`src/rtl/haltPwrPkg.sv`:
```
package haltPwrPkg;

  typedef enum logic [2:0] {
    PS_RUN    = 3'd0,
    PS_HALT   = 3'd1,
    PS_AHALT  = 3'd2,
    PS_RSTDLY = 3'd3,
    PS_VFETCH = 3'd4
  } pwrState_t;

  typedef enum logic [1:0] {
    VEC_RESET  = 2'd0,
    VEC_TBASE  = 2'd1,
    VEC_ARTOVF = 2'd2,
    VEC_EXT    = 2'd3
  } wakeVec_t;

  // Strobes from the control FSM to the datapath
  typedef struct packed {
    pwrState_t nextState;
    logic      loadDelay;
    logic      countDelay;
    logic      fetchReq;
    wakeVec_t  fetchVec;
    logic      svcStart;
    logic      clearMask;
    logic      wdgHit;
  } pwrStrobe_t;

endpackage

```
`src/rtl/haltPwrCtrl.sv`:
```
module haltPwrCtrl
  import haltPwrPkg::*;
#(
  parameter int CLKSEL_W = 2,
  parameter logic [CLKSEL_W-1:0] RUN_CLKSEL = 2'b01
) (
  input  logic                clk,
  input  logic                rst,
  input  logic                haltReq,
  input  logic                tbIntEn,
  input  logic                ovfIntEn,
  input  logic [CLKSEL_W-1:0] arClkSel,
  input  logic                tbIrq,
  input  logic                ovfIrq,
  input  logic                extIrq,
  input  logic                wdgActive,
  input  logic                wdgHaltOpt,
  input  logic                delayDone,
  output pwrStrobe_t          strobe
);

  pwrState_t state;
  wakeVec_t  pendVec;
  wakeVec_t  nextPend;
  logic      ahSel;

  assign ahSel = tbIntEn | (ovfIntEn & (arClkSel == RUN_CLKSEL));

  always_comb begin
    strobe            = '0;
    strobe.nextState  = state;
    strobe.fetchVec   = pendVec;
    strobe.countDelay = (state == PS_RSTDLY);
    nextPend          = pendVec;
    if (rst) begin
      strobe.nextState = PS_RSTDLY;
      strobe.loadDelay = 1'b1;
      nextPend         = VEC_RESET;
    end else begin
      case (state)
        PS_RUN: begin
          if (haltReq) begin
            if (wdgActive && wdgHaltOpt) begin
              strobe.wdgHit = 1'b1;
            end else begin
              strobe.clearMask = 1'b1;
              strobe.nextState = ahSel ? PS_AHALT : PS_HALT;
            end
          end
        end
        PS_AHALT: begin
          if (tbIrq) begin
            strobe.nextState = PS_VFETCH;
            strobe.fetchReq  = 1'b1;
            strobe.fetchVec  = VEC_TBASE;
          end else if (ovfIrq) begin
            strobe.nextState = PS_VFETCH;
            strobe.fetchReq  = 1'b1;
            strobe.fetchVec  = VEC_ARTOVF;
          end
        end
        PS_HALT: begin
          if (extIrq) begin
            strobe.nextState = PS_RSTDLY;
            strobe.loadDelay = 1'b1;
            nextPend         = VEC_EXT;
          end
        end
        PS_RSTDLY: begin
          if (delayDone) begin
            strobe.nextState = PS_VFETCH;
            strobe.fetchReq  = 1'b1;
            strobe.fetchVec  = pendVec;
          end
        end
        PS_VFETCH: strobe.nextState = PS_RUN;
        default:   strobe.nextState = PS_RUN;
      endcase
    end
    strobe.svcStart = strobe.fetchReq && (strobe.fetchVec != VEC_RESET);
  end

  always_ff @(posedge clk) begin
    state   <= strobe.nextState;
    pendVec <= nextPend;
  end

  AST_PEND_WAKE: assert property (@(posedge clk) disable iff (rst)
    (state == PS_AHALT && (tbIrq || ovfIrq)) |=> (state == PS_VFETCH));

  AST_EXT_IGNORED: assert property (@(posedge clk) disable iff (rst)
    (state == PS_AHALT && !tbIrq && !ovfIrq) |=> (state == PS_AHALT || rst));

endmodule

```
`src/rtl/haltPwrDatapath.sv`:
```
module haltPwrDatapath
  import haltPwrPkg::*;
#(
  parameter int DELAY_CYCLES = 256
) (
  input  logic       clk,
  input  logic       rst,
  input  pwrStrobe_t strobe,
  input  logic       ccRestore,
  output logic       delayDone,
  output logic       cpuClkEn,
  output logic       periphClkEn,
  output logic       oscEn,
  output logic       timerClkEn,
  output logic       iBit,
  output logic       vecFetch,
  output logic [1:0] vecSel,
  output logic       ccSave,
  output logic       wdgRstReq
);

  localparam int CNT_W = $clog2(DELAY_CYCLES) + 1;
  localparam logic [CNT_W-1:0] CNT_LAST = CNT_W'(DELAY_CYCLES - 1);

  logic [CNT_W-1:0] delayCnt;
  logic [3:0]       enNext;  // {cpu, periph, osc, timer}
  logic             savedI;

  assign delayDone = (delayCnt == CNT_LAST);

  always_comb begin
    case (strobe.nextState)
      PS_RUN:    enNext = 4'b1111;
      PS_VFETCH: enNext = 4'b1111;
      PS_AHALT:  enNext = 4'b0011;
      PS_HALT:   enNext = 4'b0000;
      PS_RSTDLY: enNext = 4'b0010;
      default:   enNext = 4'b1111;
    endcase
  end

  always_ff @(posedge clk) begin
    if (strobe.loadDelay) begin
      delayCnt <= '0;
    end else if (strobe.countDelay && !delayDone) begin
      delayCnt <= delayCnt + CNT_W'(1);
    end
  end

  always_ff @(posedge clk) begin
    {cpuClkEn, periphClkEn, oscEn, timerClkEn} <= enNext;
    vecFetch  <= strobe.fetchReq;
    vecSel    <= strobe.fetchVec;
    ccSave    <= strobe.svcStart;
    wdgRstReq <= strobe.wdgHit;
  end

  always_ff @(posedge clk) begin
    if (rst) begin
      iBit   <= 1'b1;
      savedI <= 1'b1;
    end else if (strobe.svcStart) begin
      savedI <= iBit;
      iBit   <= 1'b1;
    end else if (strobe.clearMask) begin
      iBit <= 1'b0;
    end else if (ccRestore) begin
      iBit <= savedI;
    end
  end

  AST_SVC_MASK: assert property (@(posedge clk) disable iff (rst)
    (vecFetch && vecSel != 2'd0) |-> (iBit && ccSave));

endmodule

```
`src/rtl/haltPowerCtrl.sv`:
```
module haltPowerCtrl
  import haltPwrPkg::*;
#(
  parameter int DELAY_CYCLES = 256,
  parameter int CLKSEL_W = 2,
  parameter logic [CLKSEL_W-1:0] RUN_CLKSEL = 2'b01
) (
  input  logic                clk,
  input  logic                rst,
  input  logic                haltReq,
  input  logic                tbIntEn,
  input  logic                ovfIntEn,
  input  logic [CLKSEL_W-1:0] arClkSel,
  input  logic                tbIrq,
  input  logic                ovfIrq,
  input  logic                extIrq,
  input  logic                wdgActive,
  input  logic                wdgHaltOpt,
  input  logic                ccRestore,
  output logic                cpuClkEn,
  output logic                periphClkEn,
  output logic                oscEn,
  output logic                timerClkEn,
  output logic                iBit,
  output logic                vecFetch,
  output logic [1:0]          vecSel,
  output logic                ccSave,
  output logic                wdgRstReq
);

  localparam int RUN_W = $clog2(DELAY_CYCLES) + 2;

  pwrStrobe_t strobe;
  logic       delayDone;

  haltPwrCtrl #(.CLKSEL_W(CLKSEL_W), .RUN_CLKSEL(RUN_CLKSEL)) ctrl (
    .clk(clk), .rst(rst), .haltReq(haltReq), .tbIntEn(tbIntEn),
    .ovfIntEn(ovfIntEn), .arClkSel(arClkSel), .tbIrq(tbIrq),
    .ovfIrq(ovfIrq), .extIrq(extIrq), .wdgActive(wdgActive),
    .wdgHaltOpt(wdgHaltOpt), .delayDone(delayDone), .strobe(strobe)
  );

  haltPwrDatapath #(.DELAY_CYCLES(DELAY_CYCLES)) dpath (
    .clk(clk), .rst(rst), .strobe(strobe), .ccRestore(ccRestore),
    .delayDone(delayDone), .cpuClkEn(cpuClkEn), .periphClkEn(periphClkEn),
    .oscEn(oscEn), .timerClkEn(timerClkEn), .iBit(iBit),
    .vecFetch(vecFetch), .vecSel(vecSel), .ccSave(ccSave),
    .wdgRstReq(wdgRstReq)
  );

  // Length of the current start-up delay, as seen at the enable outputs
  logic             inDelay;
  logic [RUN_W-1:0] dlyRun;

  assign inDelay = oscEn && !cpuClkEn && !timerClkEn && !periphClkEn;

  always_ff @(posedge clk) begin
    if (rst || !inDelay) dlyRun <= '0;
    else                 dlyRun <= dlyRun + RUN_W'(1);
  end

  AST_DELAY_LEN: assert property (@(posedge clk) disable iff (rst)
    (vecFetch && $past(inDelay)) |-> (dlyRun == RUN_W'(DELAY_CYCLES)));

  AST_AH_CLOCKS: assert property (@(posedge clk) disable iff (rst)
    (!cpuClkEn && timerClkEn) |-> (oscEn && !periphClkEn));

  AST_WDG_STAYS: assert property (@(posedge clk) disable iff (rst)
    wdgRstReq |-> (cpuClkEn && periphClkEn));

endmodule

```
`config.mk`:
```
export PLATFORM = sky130hd
export DESIGN_NAME = haltPowerCtrl
export DESIGN_NICKNAME = d
export VERILOG_FILES = /design/src/rtl/haltPwrPkg.sv /design/src/rtl/haltPwrCtrl.sv /design/src/rtl/haltPwrDatapath.sv /design/src/rtl/haltPowerCtrl.sv
export SDC_FILE = /design/constraint.sdc
export NUM_CORES = 1
export LEC_CHECK = 0
export ABC_AREA = 0
export ABC_CLOCK_PERIOD_IN_PS = 4500
export CORE_MARGIN = 2
export CORE_UTILIZATION = 30
export DETAILED_ROUTE_END_ITERATION = 8
export DONT_BUFFER_PORTS = 1
export PLACE_DENSITY = 0.44
export SLEW_MARGIN = 0
export SYNTH_ARGS = -nofsm -noshare
export SYNTH_HDL_FRONTEND = slang
export SYNTH_HIERARCHICAL = 1
export SYNTH_SLANG_ARGS = --single-unit
```
`constraint.sdc`:
```
create_clock -name clk -period 4.5 [get_ports clk]
set_input_delay 0.9 -clock clk [delete_from_list [all_inputs] [get_ports clk]]
set_output_delay 0.9 -clock clk [all_outputs]
set_load 0.03 [all_outputs]
```
# Yosys cells after proc, flatten, opt, wreduce, memory -nomap -nowiden
# Index checks and enable logic that the tools add are counted.
# op_classes
addsub	1
n_eq_ne	8
mux	23
n_bitwise	4
reduce_logical	10
# ops
op	count
3-bit two-way mux	9
3-bit by 2-bit equality test with 1-bit output, second input constant	4
3-bit case mux with 4 select lines	1
4-bit case mux with 3 select lines	1
9-bit by 1-bit adder with 9-bit output, second input constant	1
9-bit by 8-bit equality test with 1-bit output, second input constant	1
2-bit two-way mux	4
4-bit two-way mux	2
3-bit by 1-bit equality test with 1-bit output, second input constant	2
3-bit case mux with 2 select lines	1
1-bit two-way mux	5
2-bit nonzero test	2
1-bit logical AND	3
3-bit logical NOT	1
3-bit OR reduction	1
2-bit by 1-bit equality test with 1-bit output, second input constant	1
1-bit NOT	2
2-bit AND reduction	1
2-bit OR reduction	1
1-bit bitwise AND	1
1-bit logical NOT	1
1-bit OR	1
# totals
reg_bits	24
inputBits	13
out_inout_bits	10
word_cells	59

# Depth between registers and ports, before layout
# Gate-level depths: netlist of run 1.
# logic_depth
ltp_word	10
depth_mapped	9
ltp_nobuf	9

# Hierarchy
# The synthesis of run 1 kept the hierarchy.
# modules_own_cells
mod	instances	cells_each	area_each_um2	seq_area_each_um2
haltPwrDatapath	1	68	686.9	380.4
haltPwrCtrl	1	40	316.6	80.1

# Worst setup path before layout of run 1
# No wires, ideal clock.
# synth_timing
path_type	input to register
from	input port haltReq
to	register dpath.oscEn
setup_time_ns	0.123
t_arrival_ns	2.054
required_ns	4.377
slack_ns	2.322
path_stages	5
n_path_buf	0
cell_sequence	or4b_4 > nand2b_4 > o31ai_2 > nand2b_1 > or2_2
# synth_lines
element	line_no	source
start, declared	haltPowerCtrl.sv:10	input logic haltReq,
end signal, assigned	haltPwrDatapath.sv:51	{cpuClkEn, periphClkEn, oscEn, timerClkEn} <= enNext;
end, declared	haltPwrDatapath.sv:13	output logic oscEn,

==> results of run 1 <==
==> metrics by stage <==
step | hold WS, ps | power [mW]
2_1_floorplan | 452 | 0.222
3_3_place_gp | 466 | 0.222
3_5_place_dp | 472 | 0.223
4_1_cts | 491 | 0.319
5_1_grt | 506 | 0.330
6_report | 485 | 0.312
==> sequential cells by signal, indices dropped and copies added, names as in the netlist <==
name and count:
dpath/cpuClkEn 1, dpath/timerClkEn 1, dpath/wdgRstReq 1, dpath/vecFetch 1, ctrl/state 3, dpath/savedI 1, dpath/iBit 1, dpath/ccSave 1
dpath/oscEn 1, dpath/delayCnt 9, dpath/vecSel 2, ctrl/pendVec 1
==> layout make-up <==
cell class / count / share of cell area, %
tap: 44 / 5.26
sequential: 23 / 44.0
multi-input combinational: 77 / 47.2
clock buffer: 4 / 2.51
inverter: 3 / 1.08
==> layer usage <==
metal / track usage [%] / share of wire, % / vias up
met2: 17.6 / 43 / 23
met3: 5.38 / 7.9 / 2
li1: - / - / 384
met4: 2.74 / 0.79 / 0
met1: 17.2 / 48 / 337
met5: 0 / 0 / -
==> worst min-delay path, stage by stage, from the launching register on <==
cell and delay, ps:
dfxtp_1 340, nand2_1 60, a21oi_1 50
==> layout by cell type, fill, tap and decap left out, types with 9 or more instances in the layout <==
cell      n
dfxtp_1  23
a21oi_1   9
nor2_1    9
nand2_1   9
==> how the worst min path moves through the flow <==
stage | from | endpoint
finish | dpath/delayCnt[1]$_SDFFE_PP0P_ | dpath/delayCnt[1]$_SDFFE_PP0P_
global route | dpath/delayCnt[1]$_SDFFE_PP0P_ | dpath/delayCnt[1]$_SDFFE_PP0P_
CTS | dpath/delayCnt[1]$_SDFFE_PP0P_ | dpath/delayCnt[1]$_SDFFE_PP0P_
detailed placement | dpath/delayCnt[1]$_SDFFE_PP0P_ | dpath/delayCnt[1]$_SDFFE_PP0P_
global placement | dpath/delayCnt[1]$_SDFFE_PP0P_ | dpath/delayCnt[1]$_SDFFE_PP0P_
floorplan | dpath/delayCnt[7]$_SDFFE_PP0P_ | dpath/delayCnt[7]$_SDFFE_PP0P_
==> where the power goes <==
part | leakage, nW | internal (mW) | total (mW) | switching [mW]
Combinational | 0.160 | 0.00437 | 0.00946 | 0.00509
Sequential | 0.186 | 0.206 | 0.208 | 0.00228
Clock | 0.0150 | 0.0345 | 0.0937 | 0.0592
Total | 0.361 | 0.245 | 0.312 | 0.0666
==> cell families (layout without fill, tap and decap cells) <==
| kind of cell | count (synthesis) | count (layout) | share of synthesized area, % |
|---|---|---|---|
| AND/OR/NAND/NOR | 45 | 45 | 26.4 |
| AO/OA/AOI/OAI | 27 | 27 | 17.6 |
| flip-flops | 23 | 23 | 45.9 |
| buffers and inverters | 8 | 7 | 4.86 |
| adder cells (fa/ha/maj) | 2 | 2 | 2.49 |
| XOR/XNOR | 2 | 2 | 1.75 |
| multiplexers | 1 | 1 | 0.998 |
==> impl_metrics.env, run 1 <==
export IMPL_status="completed"
export IMPL_start_util_pct=32.1
export IMPL_min_path_cells=2
export IMPL_rsz0062_at_grt="no"
export IMPL_worst_pin_slew_ps=570
export IMPL_die_y_microns=61.8
export IMPL_post_cts_buffers=0
export IMPL_cts_sinks=23
export IMPL_viasPerCell=4.94
export IMPL_coreArea_sq_mm=0.00313
export IMPL_worstPathArrival_ps=2340
export IMPL_startpoint="dpath/delayCnt[0]$_SDFFE_PP0P_"
export IMPL_rr_worst_depth=9
export IMPL_crit_chain="ha_1 -> nand2_1 -> nor3_1 -> ha_1 -> nor2b_1 -> nor4_1 -> o21a_1 -> nor2b_1 -> a211o_1"
export IMPL_gr_total_overflow=0
export IMPL_gp_congestion=0.704
export IMPL_r2r_end="dpath/savedI$_SDFFE_PP1P_"
export IMPL_grt_pass1_wl_microns=3430
export IMPL_wl_per_cell_microns=12.6
export IMPL_cts_buffer_depth=2
export IMPL_synth_distinct_cells=42
export IMPL_path_buf_inv=0
export IMPL_drv_cap=0
export IMPL_regToRegStartpoint="dpath/delayCnt[0]$_SDFFE_PP0P_"
export IMPL_end_kind="flop"
export IMPL_ys_ff_latch=23
export IMPL_place_inst=147
export IMPL_crit_family="simple AND/OR/NAND/NOR gates"
export IMPL_yosys_warnings=6
export IMPL_grt_max_degree=13
export IMPL_setup_viol=0
export IMPL_finalNonFillerCells=151
export IMPL_cts_tree="done"
export IMPL_netlist_area_leader_share_pct=45.9
export IMPL_min_delay_path_class="reg -> reg"
export IMPL_postCtsResizedCells=0
export IMPL_numCtsBuffers=3
export IMPL_p_leak_nw=0.361
export IMPL_clock_skew_ps=2.77
export IMPL_crit_cells=9
export IMPL_vias=746
export IMPL_remaining_drc_errors=0
export IMPL_powerDensity_mw_per_mm2=298
export IMPL_rows=20
export IMPL_start_kind="flop"
export IMPL_synthFlopType="dfxtp_1"
export IMPL_worst_slack_ps=2370
export IMPL_cts_hold_fix_buffers=0
export IMPL_port_buffers=0
export IMPL_synthCells=108
export IMPL_postRouteAntennaNets=0
export IMPL_drive_gt1_share_pct=10.3
export IMPL_multiInputGateArea_sq_um=494
export IMPL_finalSetupTns_ps=0
export IMPL_yosys_cell_count_top_type="dfxtp_1"
export IMPL_final_area_sq_mm=0.00105
export IMPL_antenna_cells=0
export IMPL_syn_avg_cell_area_sq_um=9.29
export IMPL_die_area_sq_mm=0.00382
export IMPL_slew_violations=0
export IMPL_max_stage_delay_ps=390
export IMPL_die_w_microns=61.8
export IMPL_path_class="reg -> reg"
export IMPL_yosys_top_cells_area="dfxtp_1 46%, a21oi_1 4.5%, nand2_1 3.4%, nor2_1 3.4%, ha_1 2.5%"
export IMPL_placed_area_sq_mm=0.00102
export IMPL_firstDrtPassIters=4
export IMPL_cts_root_buffer="clkbuf_4"
export IMPL_io_pins=23
export IMPL_synthArstFlopShare_pct=0
export IMPL_cp_required_ps=4710
export IMPL_synth_top_area_cell="dfxtp_1"
export IMPL_post_dp_hpwl_microns=1470
export IMPL_seq_area_frac_synth_pct=45.9
export IMPL_first_iter_violations=44
export IMPL_antenna_found_initial=0
export IMPL_synth_area_sq_mm=0.00100
export IMPL_regArea_sq_um=460
export IMPL_synth_commonest_cells="23 x dfxtp_1, 9 x a21oi_1, 9 x nand2_1, 9 x nor2_1"
export IMPL_period_share_pct=47.4
export IMPL_cp_slowest_cell="dfxtp_1"
export IMPL_grt_pass1_vias=733
export IMPL_pre_cts_ws_ps=2240
export IMPL_peakVddDrop_mv=0.124
export IMPL_hold_viol_final=0
export IMPL_critical_path_endpoint="dpath/savedI$_SDFFE_PP1P_"
export IMPL_htree_num_levels=1
export IMPL_syn2layout_area_growth_pct=4.36
export IMPL_worst_r2r_setup_slack_ps=2370
export IMPL_synth_edf_count=0
export IMPL_clk_pin_slew_ps=120
export IMPL_relSlewSlack_pct=62.0
export IMPL_fin_util_pct=33.5
export IMPL_grt_total_usage_pct=12.3
export IMPL_fillerInstances=343
export IMPL_nNetsFinal=123
export IMPL_path_max_fanout=5
export IMPL_routed_wl_microns=1910
export IMPL_clock_latency_ps=300
export IMPL_syn_nets=123
export IMPL_period_needed_ps=2130
export IMPL_timing_fmax_mhz=469
(Power assumes the default switching activity.)
==> run 2, diff against run 1 <==
--- a/config.mk
+++ b/config.mk
@@ -6,7 +6,7 @@
 export NUM_CORES = 1
 export LEC_CHECK = 0
 export ABC_AREA = 0
-export ABC_CLOCK_PERIOD_IN_PS = 4500
+export ABC_CLOCK_PERIOD_IN_PS = 2200
 export CORE_MARGIN = 2
 export CORE_UTILIZATION = 30
 export DETAILED_ROUTE_END_ITERATION = 8
==> constraint.sdc (replaced) <==
create_clock -name clk -period 2.2 [get_ports clk]
set_input_delay 0.44 -clock clk [delete_from_list [all_inputs] [get_ports clk]]
set_output_delay 0.44 -clock clk [all_outputs]
set_load 0.03 [all_outputs]
==> run 2 against run 1 <==
Compared with the run above: critical path depth shrank 1; first-iteration DRC count down 45%; critical endpoint unchanged; maximum frequency is 5.9% higher.
==> impl_metrics.env, run 2 (synthesis results as in run 1) <==
export IMPL_vias=754
export IMPL_status="completed"
export IMPL_grt_total_usage_pct=11.5
export IMPL_cts_tree="done"
export IMPL_period_share_pct=91.6
export IMPL_min_delay_path_class="in -> reg"
export IMPL_intPower_mw=0.502
export IMPL_grt_max_degree=13
export IMPL_top_regs="dpath/delayCnt: 9 flops, ctrl/state: 3 flops, dpath/vecSel: 2 flops"
export IMPL_path_max_fanout=6
export IMPL_crit_cells=8
export IMPL_die_area_sq_mm=0.00382
export IMPL_startpoint="dpath/delayCnt[3]$_SDFFE_PP0P_"
export IMPL_worst_r2r_setup_slack_ps=180
export IMPL_post_dp_hpwl_microns=1430
export IMPL_clock_skew_ps=7.11
export IMPL_finalPower_mw=0.641
export IMPL_crit_family="simple AND/OR/NAND/NOR gates"
export IMPL_p_switching_mw=0.138
export IMPL_start_kind="flop"
export IMPL_clock_latency_ps=310
export IMPL_coreArea_sq_mm=0.00313
export IMPL_cts_root_buffer="clkbuf_4"
export IMPL_sw_frac_of_total_pct=21.6
export IMPL_regMostFlops="dpath/delayCnt"
export IMPL_largest_register_ffs=9
export IMPL_pre_cts_ws_ps=42.9
export IMPL_layout_common_cells="21 x dfxtp_1, 9 x nand2_1, 9 x a21oi_1, 9 x nor2_1"
export IMPL_fillerInstances=336
export IMPL_fin_util_pct=34.5
export IMPL_numCtsBuffers=3
export IMPL_combinationalPowerShare_pct=3.1
export IMPL_drive_gt1_share_pct=17.4
export IMPL_antenna_cells=0
export IMPL_worst_slack_ps=185
export IMPL_htree_num_levels=1
export IMPL_cp_slowest_cell="dfxtp_1"
export IMPL_rows=20
export IMPL_rr_worst_depth=8
export IMPL_path_buf_inv=0
export IMPL_powerDensity_mw_per_mm2=593
export IMPL_power_share_sequential_pct=66.7
export IMPL_max_stage_delay_ps=440
export IMPL_grt_pass1_wl_microns=3170
export IMPL_die_y_microns=61.8
export IMPL_peakVddDrop_mv=0.223
export IMPL_gr_total_overflow=0
export IMPL_syn2layout_area_growth_pct=7.61
export IMPL_nNetsFinal=125
export IMPL_regToRegStartpoint="dpath/delayCnt[3]$_SDFFE_PP0P_"
export IMPL_end_kind="flop"
export IMPL_remaining_drc_errors=0
export IMPL_regArea_sq_um=463
export IMPL_drv_cap=0
export IMPL_cts_hold_fix_buffers=0
export IMPL_viasPerCell=4.93
export IMPL_pwr_share_clk_pct=30.2
export IMPL_antenna_found_initial=0
export IMPL_multiInputGateArea_sq_um=509
export IMPL_worstPathArrival_ps=2220
export IMPL_layout_commonest_cell="dfxtp_1"
export IMPL_firstDrtPassIters=4
export IMPL_cp_required_ps=2410
export IMPL_finalSetupTns_ps=0
export IMPL_worst_pin_slew_ps=567
export IMPL_grt_pass1_vias=722
export IMPL_setup_viol=0
export IMPL_min_delay_start="rst"
export IMPL_routed_wl_microns=1910
export IMPL_period_needed_ps=2020
export IMPL_wl_per_cell_microns=12.5
export IMPL_cpMostUsedCell="nor2b_1"
export IMPL_slew_violations=0
export IMPL_port_buffers=0
export IMPL_io_pins=23
export IMPL_clk_pin_slew_ps=130
export IMPL_path_class="reg -> reg"
export IMPL_first_iter_violations=24
export IMPL_postRouteAntennaNets=0
export IMPL_hold_viol_final=0
export IMPL_crit_chain="nand3_1 -> nor3_2 -> ha_2 -> nor2b_1 -> nor4_2 -> o21a_2 -> nor2b_1 -> a211o_1"
export IMPL_min_path_cells=1
export IMPL_start_util_pct=32.1
export IMPL_gp_congestion=0.704
export IMPL_die_w_microns=61.8
export IMPL_cts_sinks=23
export IMPL_timing_fmax_mhz=496
export IMPL_p_leak_nw=0.372
export IMPL_relSlewSlack_pct=62.2
export IMPL_cts_buffer_depth=2
==> run 2: cell types whose count changed in the layout (fill, tap and decap cells not counted), sizes merged <==
cell	change
buf	+2
==> run 2: cell type report <==
type	count	share of cell area, %
flip-flops and latches	23	42.9
repair buffers	2	1.39
well taps	44	5.10
multi-input cells	77	47.2
inverters	3	1.04
clock buffers	4	2.43
==> run 2: worst paths after layout <==
kind / to
max reg2reg: dpath/savedI$_SDFFE_PP1P_
max: dpath/savedI$_SDFFE_PP1P_
min reg2reg: dpath/delayCnt[1]$_SDFFE_PP0P_
min: ctrl/pendVec[0]$_SDFFE_PP0P_
==> run 2: power by group through the flow <==
| stage | logic [mW] | registers (mW) | clock network (mW) |
|---|---|---|---|
| finish | 0.0201 | 0.427 | 0.193 |
| global route | 0.0228 | 0.428 | 0.226 |
| CTS | 0.0201 | 0.427 | 0.208 |
| detailed placement | 0.0198 | 0.436 | 0 |
| global placement | 0.0200 | 0.436 | 0 |
| floorplan | 0.0194 | 0.435 | 0 |
==> run 2: metrics by stage <==
step           hold WS (ps)  instance area (sq um)  std cells
3_3_place_gp            475                   1020        147
4_1_cts                 181                   1050        151
3_5_place_dp            474                   1020        147
5_1_grt                 168                   1080        153
2_1_floorplan           452                   1000        108
6_report                195                   1080        153
==> run 2: what timing repair did <==
action,4_1_cts,5_1_grt
setup buffers,0,2
endpoints found under the setup margin,0,3
hold endpoints to repair,0,0
gates resized for setup,0,6
==> run 2: per-layer routing <==
metal | share of wire [%] | vias to the layer above | global-route usage (%)
met5 | 0 | - | 0
met4 | 0.79 | 0 | 6.38
met3 | 6.3 | 2 | 3.31
met2 | 41 | 20 | 15.5
met1 | 52 | 342 | 16.3
li1 | - | 390 | -
==> run 3, diff against run 2 <==
--- a/config.mk
+++ b/config.mk
@@ -8,10 +8,11 @@
 export ABC_AREA = 0
 export ABC_CLOCK_PERIOD_IN_PS = 2200
 export CORE_MARGIN = 2
-export CORE_UTILIZATION = 30
+export CORE_UTILIZATION = 45
 export DETAILED_ROUTE_END_ITERATION = 8
 export DONT_BUFFER_PORTS = 1
-export PLACE_DENSITY = 0.44
+export PLACE_DENSITY = 0.6
+export SETUP_SLACK_MARGIN = 0.15
 export SLEW_MARGIN = 0
 export SYNTH_ARGS = -nofsm -noshare
 export SYNTH_HDL_FRONTEND = slang
==> run 3 against run 2 <==
Compared with the run above: sequential share of layout area grew 0.24 points; first-iteration DRC count shrank 42%; worst setup slack gained 77 ps; register-to-register slack gained 80 ps; clock skew grew 1.4 ps; clock power shrank 6%; flip-flop and latch count is the same; maximum frequency grew 4.0%; worst hold slack lost 0.56 ps; combinational power grew 34%.
==> impl_metrics.env, run 3 (synthesis results as in run 1) <==
export IMPL_grt_pass1_vias=694
export IMPL_drive_gt1_share_pct=23.6
export IMPL_finalPower_mw=0.636
export IMPL_vias=769
export IMPL_setup_viol=0
export IMPL_routed_wl_microns=1730
export IMPL_pre_cts_ws_ps=97.8
export IMPL_hold_viol_final=0
export IMPL_htree_num_levels=1
export IMPL_cp_slowest_cell="dfxtp_4"
export IMPL_end_kind="flop"
export IMPL_timing_fmax_mhz=516
export IMPL_port_buffers=0
export IMPL_peakVddDrop_mv=0.361
export IMPL_die_w_microns=51.2
export IMPL_powerDensity_mw_per_mm2=578
export IMPL_wl_per_cell_microns=12.6
export IMPL_start_kind="flop"
export IMPL_layout_common_cells="18 x dfxtp_1, 9 x a21oi_1, 9 x nor2_1"
export IMPL_wl_met3_microns=53
export IMPL_antenna_cells=0
export IMPL_cts_tree="done"
export IMPL_syn2layout_area_growth_pct=9.60
export IMPL_slew_violations=0
export IMPL_p_leak_nw=0.381
export IMPL_clk_pin_slew_ps=120
export IMPL_die_area_sq_mm=0.00262
export IMPL_viasPerCell=5.57
export IMPL_clock_latency_ps=300
export IMPL_post_dp_hpwl_microns=1300
export IMPL_grt_max_degree=13
export IMPL_cts_sinks=23
export IMPL_regMostFlops="dpath/delayCnt"
export IMPL_remaining_drc_errors=0
export IMPL_rows=17
export IMPL_gp_congestion=0.723
export IMPL_firstDrtPassIters=4
export IMPL_worstPathArrival_ps=2140
export IMPL_antenna_found_initial=0
export IMPL_finalSetupTns_ps=0
export IMPL_first_iter_violations=14
export IMPL_gr_total_overflow=0
export IMPL_nNetsFinal=126
export IMPL_cts_root_buffer="clkbuf_4"
export IMPL_top_regs="dpath/delayCnt: 9 flops, ctrl/state: 3 flops, dpath/vecSel: 2 flops"
export IMPL_fillerInstances=218
export IMPL_start_util_pct=46.3
export IMPL_worst_pin_slew_ps=563
export IMPL_layout_commonest_cell="dfxtp_1"
export IMPL_io_pins=23
export IMPL_grt_total_usage_pct=14.7
export IMPL_min_delay_path_class="in -> reg"
export IMPL_cp_required_ps=2410
export IMPL_largest_register_ffs=9
export IMPL_dr_max_layer_used="met4"
export IMPL_grt_pass1_wl_microns=2840
export IMPL_wl_met2_microns=915
export IMPL_max_stage_delay_ps=380
export IMPL_worst_slack_ps=261
export IMPL_cts_buffer_depth=2
export IMPL_path_max_fanout=5
export IMPL_crit_chain="ha_4 -> nand2_2 -> nor3_2 -> ha_2 -> nor2b_2 -> nor4_2 -> o21a_1 -> nor2b_1 -> a211o_1"
export IMPL_numCtsBuffers=3
export IMPL_die_y_microns=51.2
export IMPL_path_class="reg -> reg"
export IMPL_met1Wirelength_microns=745
export IMPL_cts_hold_fix_buffers=0
export IMPL_relSlewSlack_pct=62.4
export IMPL_period_share_pct=88.1
export IMPL_clock_skew_ps=8.50
export IMPL_rsz0062_at_grt="no"
export IMPL_status="completed"
export IMPL_drv_cap=0
export IMPL_coreArea_sq_mm=0.00217
export IMPL_period_needed_ps=1940
export IMPL_postRouteAntennaNets=0
## run 3: cell count changes in the layout (fill, tap and decap cells not counted)
cell     change
nor2b_1      -1
nand3_1      -1
nand3_2      +1
nand2_1      -1
ha_1         -1
dfxtp_1      -3
dfxtp_4      +3
ha_4         +1
o21a_1       +1
nor2b_2      +1
o21a_2       -1
nand2_2      +1
buf_4        +1
## run 3: path summary, 6_finish.rpt
check | from | to | slack [ps] | cells past startpoint
worst max-delay path | dpath/delayCnt[0]$_SDFFE_PP0P_ | dpath/savedI$_SDFFE_PP1P_ | 260 | 9
worst min-delay path | rst | ctrl/pendVec[0]$_SDFFE_PP0P_ | 190 | 1
worst max register to register | dpath/delayCnt[0]$_SDFFE_PP0P_ | dpath/savedI$_SDFFE_PP1P_ | 260 | 9
worst min register to register | dpath/delayCnt[7]$_SDFFE_PP0P_ | dpath/delayCnt[7]$_SDFFE_PP0P_ | 490 | 2
## run 3: what timing repair did
item,in CTS,in global routing
pin swaps,0,3
gates resized for setup,1,15
endpoints found under the setup margin,1,5
setup buffers,0,3
## run 3: per-stage QoR
step	instance area [sq um]	util [%]	std cells	hold slack, ps
after floorplan	1000	-	108	452
after global placement	1000	46.1	131	464
after detailed placement	1000	46.1	131	475
after CTS	1030	47.6	135	178
after global routing	1100	50.7	138	170
final	1100	50.7	138	194
## run 3: power by group
| group | switching (mW) | internal (mW) |
|---|---|---|
| sequential | 0.00681 | 0.420 |
| combinational | 0.0118 | 0.0152 |
| clock | 0.112 | 0.0706 |
| total | 0.130 | 0.505 |
## run 3: area by class of cell
cell class / instances / area [sq um] / share of cell area, %
Sequential cell: 23 / 474 / 43.1
Inverter: 3 / 11.3 / 1.02
Timing Repair Buffer: 3 / 22.5 / 2.05
Clock buffer: 4 / 26.3 / 2.39
Tap cell: 28 / 35.0 / 3.19
Multi-Input combinational cell: 77 / 531 / 48.2
## run 3: routing by layer
layer	vias to the layer above	track usage, %
met2	10	25.5
met4	0	9.21
met5	-	0
met3	2	3.80
li1	396	-
met1	361	15.7
## run 3: worst max-delay path: cells and delay by family (launching register included)
| family | cells | cell delay [ps] |
|---|---|---|
| compound gates | 2 | 440 |
| fa+ha+maj | 2 | 360 |
| flops | 1 | 380 |
| simple gates | 5 | 660 |
